<file path="config.mk">
export PLATFORM = sky130hd
export DESIGN_NAME = ibi_ctrl
export DESIGN_NICKNAME = d
export VERILOG_FILES = /design/src/rtl/ibi_pkg.sv /design/src/rtl/ibi_bit_timer.sv /design/src/rtl/ibi_shift_in.sv /design/src/rtl/ibi_policy_table.sv /design/src/rtl/ibi_ctrl.sv
export SDC_FILE = /design/constraint.sdc
export NUM_CORES = 1
export LEC_CHECK = 0
export ABC_AREA = 0
export BUFFER_PORTS_ARGS = -buffer_cell sky130_fd_sc_hd__buf_2
export CAP_MARGIN = 20
export CORE_MARGIN = 3
export CORE_UTILIZATION = 45
export DETAILED_ROUTE_END_ITERATION = 7
export GPL_ROUTABILITY_DRIVEN = 0
export MAX_ROUTING_LAYER = met4
export PLACE_DENSITY = 0.64
export SYNTH_ARGS = -nofsm -noshare
export SYNTH_HDL_FRONTEND = slang
export SYNTH_SLANG_ARGS = --single-unit
</file>
<file path="constraint.sdc">
create_clock -name clk_i -period 2.5 [get_ports clk_i]
set_input_delay 0.25 -clock clk_i [delete_from_list [all_inputs] [get_ports clk_i]]
set_output_delay 0.25 -clock clk_i [all_outputs]
set_load 0.03 [all_outputs]
</file>
<file path="src/rtl/ibi_pkg.sv">
package ibi_pkg;
  typedef enum logic [1:0] {
    OUT_ACK     = 2'd0,
    OUT_PASSIVE = 2'd1,
    OUT_DISABLE = 2'd2,
    OUT_AUTO    = 2'd3
  } ibi_outcome_e;

  typedef enum logic [2:0] {
    ST_IDLE,
    ST_START,
    ST_ADDR,
    ST_DATA,
    ST_STOP
  } ibi_state_e;

  localparam logic [1:0] MODE_ACCEPT  = 2'd0;
  localparam logic [1:0] MODE_PASSIVE = 2'd1;
endpackage

</file>
<file path="src/rtl/ibi_bit_timer.sv">
module ibi_bit_timer #(
  parameter int HALF_PER = 2
) (
  input  logic clk_i,
  input  logic rst_ni,
  input  logic clr_i,
  output logic high_o,
  output logic last_o
);
  localparam int PER  = 2 * HALF_PER;
  localparam int PH_W = (PER > 2) ? $clog2(PER) : 1;

  logic [PH_W-1:0] ph_q;

  assign last_o = (ph_q == PH_W'(PER - 1));
  assign high_o = (ph_q >= PH_W'(HALF_PER));

  always_ff @(posedge clk_i or negedge rst_ni) begin
    if (!rst_ni)     ph_q <= '0;
    else if (clr_i)  ph_q <= '0;
    else if (last_o) ph_q <= '0;
    else             ph_q <= ph_q + 1'b1;
  end
endmodule

</file>
<file path="src/rtl/ibi_shift_in.sv">
module ibi_shift_in #(
  parameter int W = 8
) (
  input  logic         clk_i,
  input  logic         rst_ni,
  input  logic         en_i,
  input  logic         bit_i,
  output logic [W-1:0] nxt_o
);
  logic [W-2:0] sh_q;

  assign nxt_o = {sh_q, bit_i};

  always_ff @(posedge clk_i or negedge rst_ni) begin
    if (!rst_ni)   sh_q <= '0;
    else if (en_i) sh_q <= nxt_o[W-2:0];
  end
endmodule

</file>
<file path="src/rtl/ibi_policy_table.sv">
module ibi_policy_table #(
  parameter int ADDR_W = 7
) (
  input  logic              clk_i,
  input  logic              rst_ni,
  input  logic              wr_en_i,
  input  logic [ADDR_W-1:0] wr_addr_i,
  input  logic [1:0]        wr_mode_i,
  input  logic              clr_i,
  input  logic [ADDR_W-1:0] clr_addr_i,
  input  logic [ADDR_W-1:0] rd_addr_i,
  output logic [1:0]        rd_mode_o,
  output logic              rd_en_o
);
  localparam int N = 1 << ADDR_W;

  logic [N-1:0][1:0] mode_q;
  logic [N-1:0]      en_q;

  for (genvar i = 0; i < N; i++) begin : g_ent
    always_ff @(posedge clk_i or negedge rst_ni) begin
      if (!rst_ni) begin
        mode_q[i] <= ibi_pkg::MODE_ACCEPT;
        en_q[i]   <= 1'b1;
      end else if (wr_en_i && wr_addr_i == ADDR_W'(i)) begin
        // host write takes precedence over a same-cycle disable clear
        mode_q[i] <= wr_mode_i;
        en_q[i]   <= 1'b1;
      end else if (clr_i && clr_addr_i == ADDR_W'(i)) begin
        en_q[i]   <= 1'b0;
      end
    end
  end

  assign rd_mode_o = mode_q[rd_addr_i];
  assign rd_en_o   = en_q[rd_addr_i];
endmodule

</file>
<file path="src/rtl/ibi_ctrl.sv">
module ibi_ctrl
  import ibi_pkg::*;
#(
  parameter int ADDR_W   = 7,
  parameter int DATA_W   = 8,
  parameter int LEN_W    = 4,
  parameter int HALF_PER = 2
) (
  input  logic              clk_i,
  input  logic              rst_ni,
  input  logic              sda_i,
  output logic              sda_oe_o,
  output logic              scl_o,
  input  logic [LEN_W-1:0]  payload_len_i,
  input  logic              pol_we_i,
  input  logic [ADDR_W-1:0] pol_addr_i,
  input  logic [1:0]        pol_mode_i,
  output logic              busy_o,
  output logic              done_o,
  output logic [ADDR_W-1:0] irq_addr_o,
  output logic [1:0]        outcome_o,
  output logic              rx_valid_o,
  output logic [DATA_W-1:0] rx_data_o
);
  localparam int SH_W    = (DATA_W > ADDR_W) ? DATA_W : ADDR_W;
  localparam int ACK_A   = ADDR_W + 1;
  localparam int ACK_D   = DATA_W;
  localparam int BIT_MAX = (ACK_A > ACK_D) ? ACK_A : ACK_D;
  localparam int BIT_W   = $clog2(BIT_MAX + 1);

  ibi_state_e        state_q;
  logic [BIT_W-1:0]  bit_q;
  logic [LEN_W-1:0]  byte_q;
  logic [ADDR_W-1:0] addr_q;
  ibi_outcome_e      out_q, out_now;
  logic              done_q, rxv_q;
  logic [DATA_W-1:0] rx_q;

  logic              ph_high, ph_last;
  logic              samp;
  logic [SH_W-1:0]   sh_nxt;
  logic [1:0]        tbl_mode;
  logic              tbl_en;
  logic              ack_slot_a, ack_slot_d, more_bytes;

  ibi_bit_timer #(.HALF_PER(HALF_PER)) u_timer (
    .clk_i  (clk_i),
    .rst_ni (rst_ni),
    .clr_i  (state_q == ST_IDLE),
    .high_o (ph_high),
    .last_o (ph_last)
  );

  assign ack_slot_a = (state_q == ST_ADDR) && (bit_q == BIT_W'(ACK_A));
  assign ack_slot_d = (state_q == ST_DATA) && (bit_q == BIT_W'(ACK_D));
  assign samp = ph_last && (((state_q == ST_ADDR) && !ack_slot_a) ||
                            ((state_q == ST_DATA) && !ack_slot_d));

  ibi_shift_in #(.W(SH_W)) u_shift (
    .clk_i  (clk_i),
    .rst_ni (rst_ni),
    .en_i   (samp),
    .bit_i  (sda_i),
    .nxt_o  (sh_nxt)
  );

  ibi_policy_table #(.ADDR_W(ADDR_W)) u_table (
    .clk_i      (clk_i),
    .rst_ni     (rst_ni),
    .wr_en_i    (pol_we_i),
    .wr_addr_i  (pol_addr_i),
    .wr_mode_i  (pol_mode_i),
    .clr_i      (done_q && (out_q == OUT_DISABLE)),
    .clr_addr_i (addr_q),
    .rd_addr_i  (addr_q),
    .rd_mode_o  (tbl_mode),
    .rd_en_o    (tbl_en)
  );

  always_comb begin
    if (!tbl_en) out_now = OUT_AUTO;
    else begin
      unique case (tbl_mode)
        MODE_ACCEPT:  out_now = OUT_ACK;
        MODE_PASSIVE: out_now = OUT_PASSIVE;
        default:      out_now = OUT_DISABLE;
      endcase
    end
  end

  assign more_bytes = ({1'b0, byte_q} + 1'b1) < {1'b0, payload_len_i};

  always_comb begin
    scl_o    = 1'b1;
    sda_oe_o = 1'b0;
    unique case (state_q)
      ST_IDLE:  scl_o = 1'b1;
      ST_START: scl_o = 1'b0;
      ST_ADDR: begin
        scl_o    = ph_high;
        sda_oe_o = ack_slot_a && (out_now == OUT_ACK);
      end
      ST_DATA: begin
        scl_o    = ph_high;
        sda_oe_o = ack_slot_d && more_bytes;
      end
      ST_STOP: begin
        // period 0: SDA low across a clock pulse; period 1: SDA released, SCL high
        scl_o    = (bit_q == '0) ? ph_high : 1'b1;
        sda_oe_o = (bit_q == '0);
      end
      default: ;
    endcase
  end

  always_ff @(posedge clk_i or negedge rst_ni) begin
    if (!rst_ni) begin
      state_q <= ST_IDLE;
      bit_q   <= '0;
      byte_q  <= '0;
      addr_q  <= '0;
      out_q   <= OUT_ACK;
      done_q  <= 1'b0;
      rxv_q   <= 1'b0;
      rx_q    <= '0;
    end else begin
      done_q <= 1'b0;
      rxv_q  <= 1'b0;
      unique case (state_q)
        ST_IDLE: begin
          bit_q <= '0;
          if (!sda_i) state_q <= ST_START;
        end
        ST_START: if (ph_last) begin
          state_q <= ST_ADDR;
          bit_q   <= '0;
        end
        ST_ADDR: if (ph_last) begin
          if (ack_slot_a) begin
            out_q   <= out_now;
            done_q  <= 1'b1;
            bit_q   <= '0;
            byte_q  <= '0;
            state_q <= (out_now == OUT_ACK && payload_len_i != '0) ? ST_DATA : ST_STOP;
          end else begin
            if (bit_q == BIT_W'(ADDR_W - 1)) addr_q <= sh_nxt[ADDR_W-1:0];
            bit_q <= bit_q + 1'b1;
          end
        end
        ST_DATA: if (ph_last) begin
          if (ack_slot_d) begin
            bit_q <= '0;
            if (more_bytes) byte_q  <= byte_q + 1'b1;
            else            state_q <= ST_STOP;
          end else begin
            if (bit_q == BIT_W'(DATA_W - 1)) begin
              rx_q  <= sh_nxt[DATA_W-1:0];
              rxv_q <= 1'b1;
            end
            bit_q <= bit_q + 1'b1;
          end
        end
        ST_STOP: if (ph_last) begin
          if (bit_q == '0) bit_q   <= 1'b1;
          else             state_q <= ST_IDLE;
        end
        default: state_q <= ST_IDLE;
      endcase
    end
  end

  assign busy_o     = (state_q != ST_IDLE);
  assign done_o     = done_q;
  assign irq_addr_o = addr_q;
  assign outcome_o  = out_q;
  assign rx_valid_o = rxv_q;
  assign rx_data_o  = rx_q;
endmodule

</file>
==> summary.md, run 1 <==
| Metric | Value |
|---|---|
| Core area | `44,500 um2` |
| P per Cell Area | `881 nW/um2` |
| Die span in y | `219 um` |
| Hold Crit Start | `sda_i` |
| Violated checks | `setup timing` |
| Root Buffer | `clkbuf_16` |
| Worst-Margin Slew | `0.773 ns` |
| Worst Path Arrival | `3.40 ns` |
| CTS tree | `done` |
| Post-Synth Adder-Cell Area | `0.552%` |
| Compound-Gate Fraction of Synth Area | `7.74%` |
| Rel. slew slack | `48.3%` |
| Tot GR Track Use | `25.1%` |
| Router iterations before antenna repair | `5` |
| Initial core utilization | `a little under half` |
| Die W | `219 um` |
| Unrepaired setup endpoints after global routing | `true` |
| Xor/xnor cell area share of the yosys netlist | `less than 1%` |
| Row cnt | `77` |
| Clock Skews | `0.0141 ns` |
| # port buffers | `38` |
| Status | `finished, violations left` |
| Slew Viols, Final | `0` |
| Sequential Power Share | `37.7%` |
| Clock power share | `32.0%` |
| Post-synthesis sequential area ratio | `52.6%` |
| Vias in the first global route | `14,446` |
| HP Class | `in -> reg` |
| Total Nets Final | `1,787` |
| CP Cell Sequence | `buf_12 -> buf_12 -> mux4_2 -> mux2i_1 -> o22ai_2 -> nor4_1 -> buf_4 -> a22o_1 -> and2_4 -> nand3_4 -> a21oi_4 -> buf_6` |
| Register bit total from synthesis | `423` |
| DRT iter0 DRCs | `1,443` |
| Initial antenna violation count | `0` |
| Power Internal | `14,300 uW` |
| Largest cells by area after synthesis | `dfrtp_1, dfstp_2, mux2_2, mux4_2, o21ai_0` |
| Clock Sinks | `423` |
| Critical path class | `reg -> out` |
| DRC viols | `0` |
| Slowest-stage cell, CP | `dfrtp_4` |
| Top_reg_cell synth | `dfrtp_1` |
| Sw Ratio | `31.4%` |
| Post-route insts no fill | `2,391` |
| Clk buf depth | `3` |
| Mux cell area share after synthesis | `27.4%` |
| Via Count | `roughly 14,000` |
| Cells after synthesis | `1,656` |
| Netlist cell types | `64` |
| Post-Synth Simple-Gate Area | `under 10%` |
| Synth top area share | `36.2%` |
| Switching pwr | `6570 uW` |
| Final ANT Viol Nets | `0` |
| Critical Path RT | `2.25 ns` |
| Syn nets | `between 1,500 and 2,000` |
| F_max | `0.274 GHz` |
| Most frequent CP cell | `buf_12` |
| Synthesis-to-finish area growth | `16.3%` |
| Crit path launch | `irq_addr_o[1]` |
| Minimum clock period | `3.65 ns` |
| Fraction of layout cells with a size suffix above 1 | `43.1%` |
| Leakage | `0.00998 uW` |
| Slowest stage delay, CP | `0.50 ns` |
| CP Launch Type | `flop` |
| Warnings, synthesis | `0` |
| Syn Area/Cell | `12.3 um2` |
| Synth area leader | `dfrtp_1` |
| Global-route wire length before repair | `89.0 mm` |
| Max rail drop VDD | `0.000562 V` |
| Syn Std Cell Area | `20,400 um2` |
| Asr flop ratio synth | `100%` |
| Die area | `about 48,000 um2` |
| Num ports | `39` |
| Total chip power | `20,900 uW` |
| Number of synthesized flops with an enable pin | `0` |
| Post-Route WL | `58.0 mm` |
| Worst reg-to-reg setup slack | `-0.55 ns` |
| Setup ws final | `-1.15 ns` |
| Cell with the most instances after synthesis | `dfrtp_1` |
| Crit share post-route | `146%` |
| TritonCTS Buffers | `46` |
| Worst-skew pair later-pin latency | `0.58 ns` |
| Via-to-Cell Ratio | `6.01` |
| Ant diodes | `0` |
| Main combinational cell family by area after synthesis | `multiplexers` |
| Clock transition at path regs | `0.06 ns` |
| Maximum net fanout on the critical path | `7` |
| Detailed Place HPWL | `40.2 mm` |
| Largest net degree at the start of global routing | `approximately 130` |
| Post-synth top cells | `dfrtp_1, mux2_2, o21ai_0` |
| # placed instances | `2,291` |
| Setup crit end kind | `output port` |
| Drt wl/cell | `approximately 24 um` |
| Gr ovfl total | `0` |
| Setup_tns | `-3.21 ns` |
| H-tree depth | `2` |
| Final Setup Violations | `6` |
| Combinational group share of total power | `30.3%` |
| Max-cap viol count | `0` |
| R2r startpoint | `irq_addr_o[1]` |
| Final hold viol count | `0` |
critical path: cells and delay by family, from the launching register on:
| kind | cells | cell delay [ns] |
|---|---|---|
| compound gates | 3 | 0.44 |
| mux | 2 | 0.76 |
| simple gates | 3 | 0.48 |
| buf+inv | 4 | 0.62 |
| flops | 1 | 0.50 |
area by class of cell:
| cell class | instances | area [um2] |
|---|---|---|
| clock buffers | 75 | 1450 |
| clock inverters | 11 | 51.3 |
| fillers | 3753 | 20800 |
| inverters | 14 | 52.6 |
| multi-input cells | 1093 | 9110 |
| flip-flops and latches | 423 | 10800 |
| well taps | 592 | 741 |
| repair buffers | 183 | 1580 |
logic make-up after synthesis:
kind of cell | Yosys count
compound gates | 286
xor+xnor | 2
fa+ha+maj | 9
buf+inv | 140
flops | 423
mux | 416
simple gates | 380
power by group through the flow:
stage / clock [uW] / sequential (uW) / combinational [uW]
after floorplan: 0 / 7950 / 3540
after global placement: 0 / 8050 / 5690
after detailed placement: 0 / 8070 / 5760
after CTS: 6810 / 7880 / 6180
after global routing: 7100 / 7950 / 6700
final: 6690 / 7890 / 6340
layer usage:
metal / routed length [um] / GRT usage [%] / vias to the layer above
li1: - / - / 6202
met1: 25000 / 34.1 / 7477
met2: 26800 / 38.2 / 584
met3: 4380 / 5.05 / 117
met4: 1850 / 8.06 / 0
met5: 0 / - / -
registers in the layout, indices dropped and copies added (netlist names):
signal,cells
irq_addr_o,7
done_o,1
byte_q,4
rx_data_o,8
u_timer.ph_q,2
u_table.en_q,128
outcome_o,2
state_q,3
u_table.mode_q,256
bit_q,4
u_shift.sh_q,7
rx_valid_o,1
layout by cell type (no fill, tap or decap), types with 8 or more instances in the layout:
cell type and instances:
nor2b_1 14, dfstp_2 128, clkbuf_16 51, buf_4 122, mux2i_1 43, ha_1 9
o21ai_0 224, clkbuf_1 15, clkinv_2 8, inv_1 12, a21oi_1 10, buf_12 15
nand3_1 39, nor3_1 15, dfrtp_1 292, nor2_1 107, nand2_1 145, mux2_2 283
buf_2 34, mux4_2 83, clkbuf_8 10, a22oi_1 13
final timing paths:
kind / to / depth (start not counted)
worst max-delay path: sda_oe_o / 12
worst min-delay path: u_shift.sh_q[0] / 2
worst max register to register: outcome_o[0] / 12
worst min register to register: u_timer.ph_q[0] / 1
max in group asynchronous: irq_addr_o[3] / 3
min in group asynchronous: u_table.mode_q[161] / 2
per-stage QoR:
| stage | utilization [%] | hold WS (ns) | area [um2] | worst slack [ns] |
|---|---|---|---|---|
| finish | 53.3 | 0.0419 | 23700 | -1.15 |
| global route | 53.3 | 0.0434 | 23700 | -1.23 |
| CTS | 53.1 | 0.0245 | 23700 | -1.18 |
| detailed placement | 49.3 | 0.153 | 21900 | -0.838 |
| global placement | 49.3 | 0.149 | 21900 | -0.823 |
| floorplan | - | -0.0456 | 20400 | -0.338 |
what timing repair did:
action | CTS | global route
hold buffers | 1 | 0
resized for setup | 20 | 9
cloned | 0 | 1
setup endpoints to repair | 6 | 6
pin swaps | 6 | 2
setup buffers | 11 | 1
hold endpoints to repair | 80 | 0
No activity file was read; power rests on OpenSTA's default activity.
==> run 2: changes to the inputs <==
Settings changed: CORE_MARGIN 3 to 8.
==> summary.md, run 2 (synthesis gave the netlist of run 1 again) <==
| Metric | Value |
|---|---|
| Status | `finished, violations left (unchanged)` |
| Violated checks | `setup timing (unchanged)` |
| P per Cell Area | `898 nW/um2 (was 881 nW/um2)` |
| TritonCTS Buffers | `46 (unchanged)` |
| Gr ovfl total | `0 (unchanged)` |
| Minimum clock period | `3.69 ns (was 3.65 ns)` |
| Via-to-Cell Ratio | `6.05 (was 6.01)` |
| Maximum net fanout on the critical path | `13 (was 7)` |
| Post-Route WL | `59.2 mm (was 58.0 mm)` |
| Crit path depth | `12 (unchanged)` |
| Clock transition at path regs | `0.06 ns (about the same)` |
| Worst reg2reg path depth | `14 (was 12)` |
| Final Setup Violations | `6 (unchanged)` |
| Critical path class | `reg -> out (unchanged)` |
| Drt wl/cell | `24.5 um (was 24.3 um)` |
| Placed inst area | `22,200 um2 (was 21,900 um2)` |
| Clk buf depth | `3 (unchanged)` |
| Worst-skew pair later-pin latency | `0.57 ns (was 0.58 ns)` |
| Detailed Place HPWL | `41.4 mm (was 40.2 mm)` |
| DRT iter0 DRCs | `1,483 (was 1,443)` |
| Crit share post-route | `148% (was 146%)` |
| Slew Viols, Final | `0 (unchanged)` |
| Worst-Margin Slew | `0.701 ns (was 0.773 ns)` |
| DRC viols | `0 (unchanged)` |
| Num ports | `39 (unchanged)` |
| Largest Register | `u_table.mode_q (unchanged)` |
| Row cnt | `78 (was 77)` |
| Design area | `24,000 um2 (was 23,700 um2)` |
| HP Class | `in -> reg (unchanged)` |
| Critical Path RT | `2.25 ns (about the same)` |
| Final hold viol count | `0 (unchanged)` |
| H-tree depth | `2 (unchanged)` |
| Die area | `52,400 um2 (was 47,900 um2)` |
| Tot GR Track Use | `23.1% (was 25.1%)` |
| Total Nets Final | `1,802 (was 1,787)` |
| Global-route wire length before repair | `91.9 mm (was 89.0 mm)` |
| Rel. slew slack | `53.1% (was 48.3%)` |
| CP Buf/Inv Count | `4 (unchanged)` |
| Root Buffer | `clkbuf_16 (unchanged)` |
| Core area | `45,100 um2 (was 44,500 um2)` |
| Fraction of layout cells with a size suffix above 1 | `43.5% (was 43.1%)` |
| CTS tree | `done (unchanged)` |
| Clock Skews | `0.0119 ns (was 0.0141 ns)` |
| DP Worst Slack | `-0.814 ns (was -0.838 ns)` |
| Max rail drop VDD | `0.000502 V (was 0.000562 V)` |
| # placed instances | `2,320 (was 2,291)` |
| Commonest cells after routing, fill and taps aside | `dfrtp_1, mux2_2, o21ai_0 (unchanged)` |
| Max reg flops | `256 (unchanged)` |
| Fill cells | `3,821 (was 3,753)` |
| Ant diodes | `0 (unchanged)` |
| Worst hold stages | `2 (unchanged)` |
| Max-cap viol count | `0 (unchanged)` |
| Leakage | `0.0101 uW (was 0.00998 uW)` |
| Final ANT Viol Nets | `0 (unchanged)` |
| Initial core utilization | `45.3% (was 45.9%)` |
| Initial antenna violation count | `0 (unchanged)` |
| Die W | `229 um (was 219 um)` |
| CP Launch Type | `flop (unchanged)` |
| Commonest non-fill, non-tap cell in the layout | `dfrtp_1 (unchanged)` |
| Unrepaired setup endpoints after global routing | `true (unchanged)` |
| Vias in the first global route | `14,989 (was 14,446)` |
| Via Count | `14,608 (was 14,380)` |
| Area of the multi-input gates | `9070 um2 (was 9110 um2)` |
| Router iterations before antenna repair | `6 (was 5)` |
| Crit-path leading delay family | `compound AO/OA/AOI/OAI gates (was multiplexers)` |
| Setup crit end kind | `output port (unchanged)` |
| Synthesis-to-finish area growth | `17.4% (was 16.3%)` |
| Slowest stage delay, CP | `0.47 ns (was 0.50 ns)` |
| Die span in y | `229 um (was 219 um)` |
| Worst Path Arrival | `3.44 ns (was 3.40 ns)` |
| Largest net degree at the start of global routing | `84 (was 129)` |
| FF+latch area | `10,800 um2 (unchanged)` |
| # port buffers | `38 (unchanged)` |
| CP Cell Sequence | `buf_12 -> buf_12 -> buf_6 -> mux4_2 -> mux2_4 -> a2111oi_4 -> nor4_2 -> a31oi_1 -> o221ai_2 -> nand3_2 -> a21oi_4 -> buf_6 (was buf_12 -> buf_12 -> mux4_2 -> mux2i_1 -> o22ai_2 -> nor4_1 -> buf_4 -> a22o_1 -> and2_4 -> nand3_4 -> a21oi_4 -> buf_6)` |
| F_max | `0.271 GHz (was 0.274 GHz)` |
| Clock Sinks | `423 (unchanged)` |
| Post-route insts no fill | `2,413 (was 2,391)` |
| Setup ws final | `-1.19 ns (was -1.15 ns)` |
| Slowest-stage cell, CP | `mux4_2 (was dfrtp_4)` |
==> run 2: changes by cell type in the layout (fill, tap and decap cells not counted), sizes merged <==
| cell | change |
|---|---|
| buf | +15 |
| clkbuf | -7 |
| bufinv | +4 |
| clkinv | +1 |
| dlygate4sd3 | +1 |
==> run 2: routing by layer <==
layer	up-vias	wire length (um)	global-route usage, %
li1	6258	-	-
met1	7547	25000	30.9
met2	651	27900	35.4
met3	152	4250	4.13
met4	0	2090	7.63
met5	-	0	-
==> run 2: worst paths after layout <==
kind	endpoint	slack [ns]	start
setup / recovery	sda_oe_o	-1.19	irq_addr_o[1]
hold / removal	u_table.mode_q[7]	0.08	pol_mode_i[1]
setup reg to reg	state_q[0]	-0.60	irq_addr_o[1]
hold reg to reg	u_timer.ph_q[0]	0.46	u_timer.ph_q[0]
max in group asynchronous	irq_addr_o[3]	1.35	rst_ni
min in group asynchronous	u_table.mode_q[149]	0.23	rst_ni
==> run 2: what timing repair did <==
action	4_1_cts	5_1_grt
gates resized for setup	12	6
cloned	0	0
setup buffers	3	3
hold buffers	2	0
endpoints found under the setup margin	6	11
pin swaps	3	0
endpoints found under the hold margin	37	0
==> run 2: power breakdown <==
group          internal (uW)  switching (uW)  total (uW)
registers               7430             432        7860
clock network           4280            2800        7080
logic                   3130            3460        6580
==> run 2: final cells by class <==
class	count	share of cell area [%]
sequential	423	44.9
clock inverter	16	0.747
inverter	14	0.219
clock buffer	69	5.85
multi-input combinational	1093	37.9
timing repair buffer	198	7.30
tap	600	3.13
==> run 2: through the flow <==
stage	util [%]	TNS [ns]	hold slack [ns]	power, uW
floorplan	-	-0.819	-0.0456	11500
global placement	49.3	-3.19	0.253	14200
detailed placement	49.3	-3.56	0.249	14300
CTS	53.0	-3.22	0.0612	21500
global route	53.1	-4.41	0.0785	22300
finish	53.1	-3.87	0.0773	21500
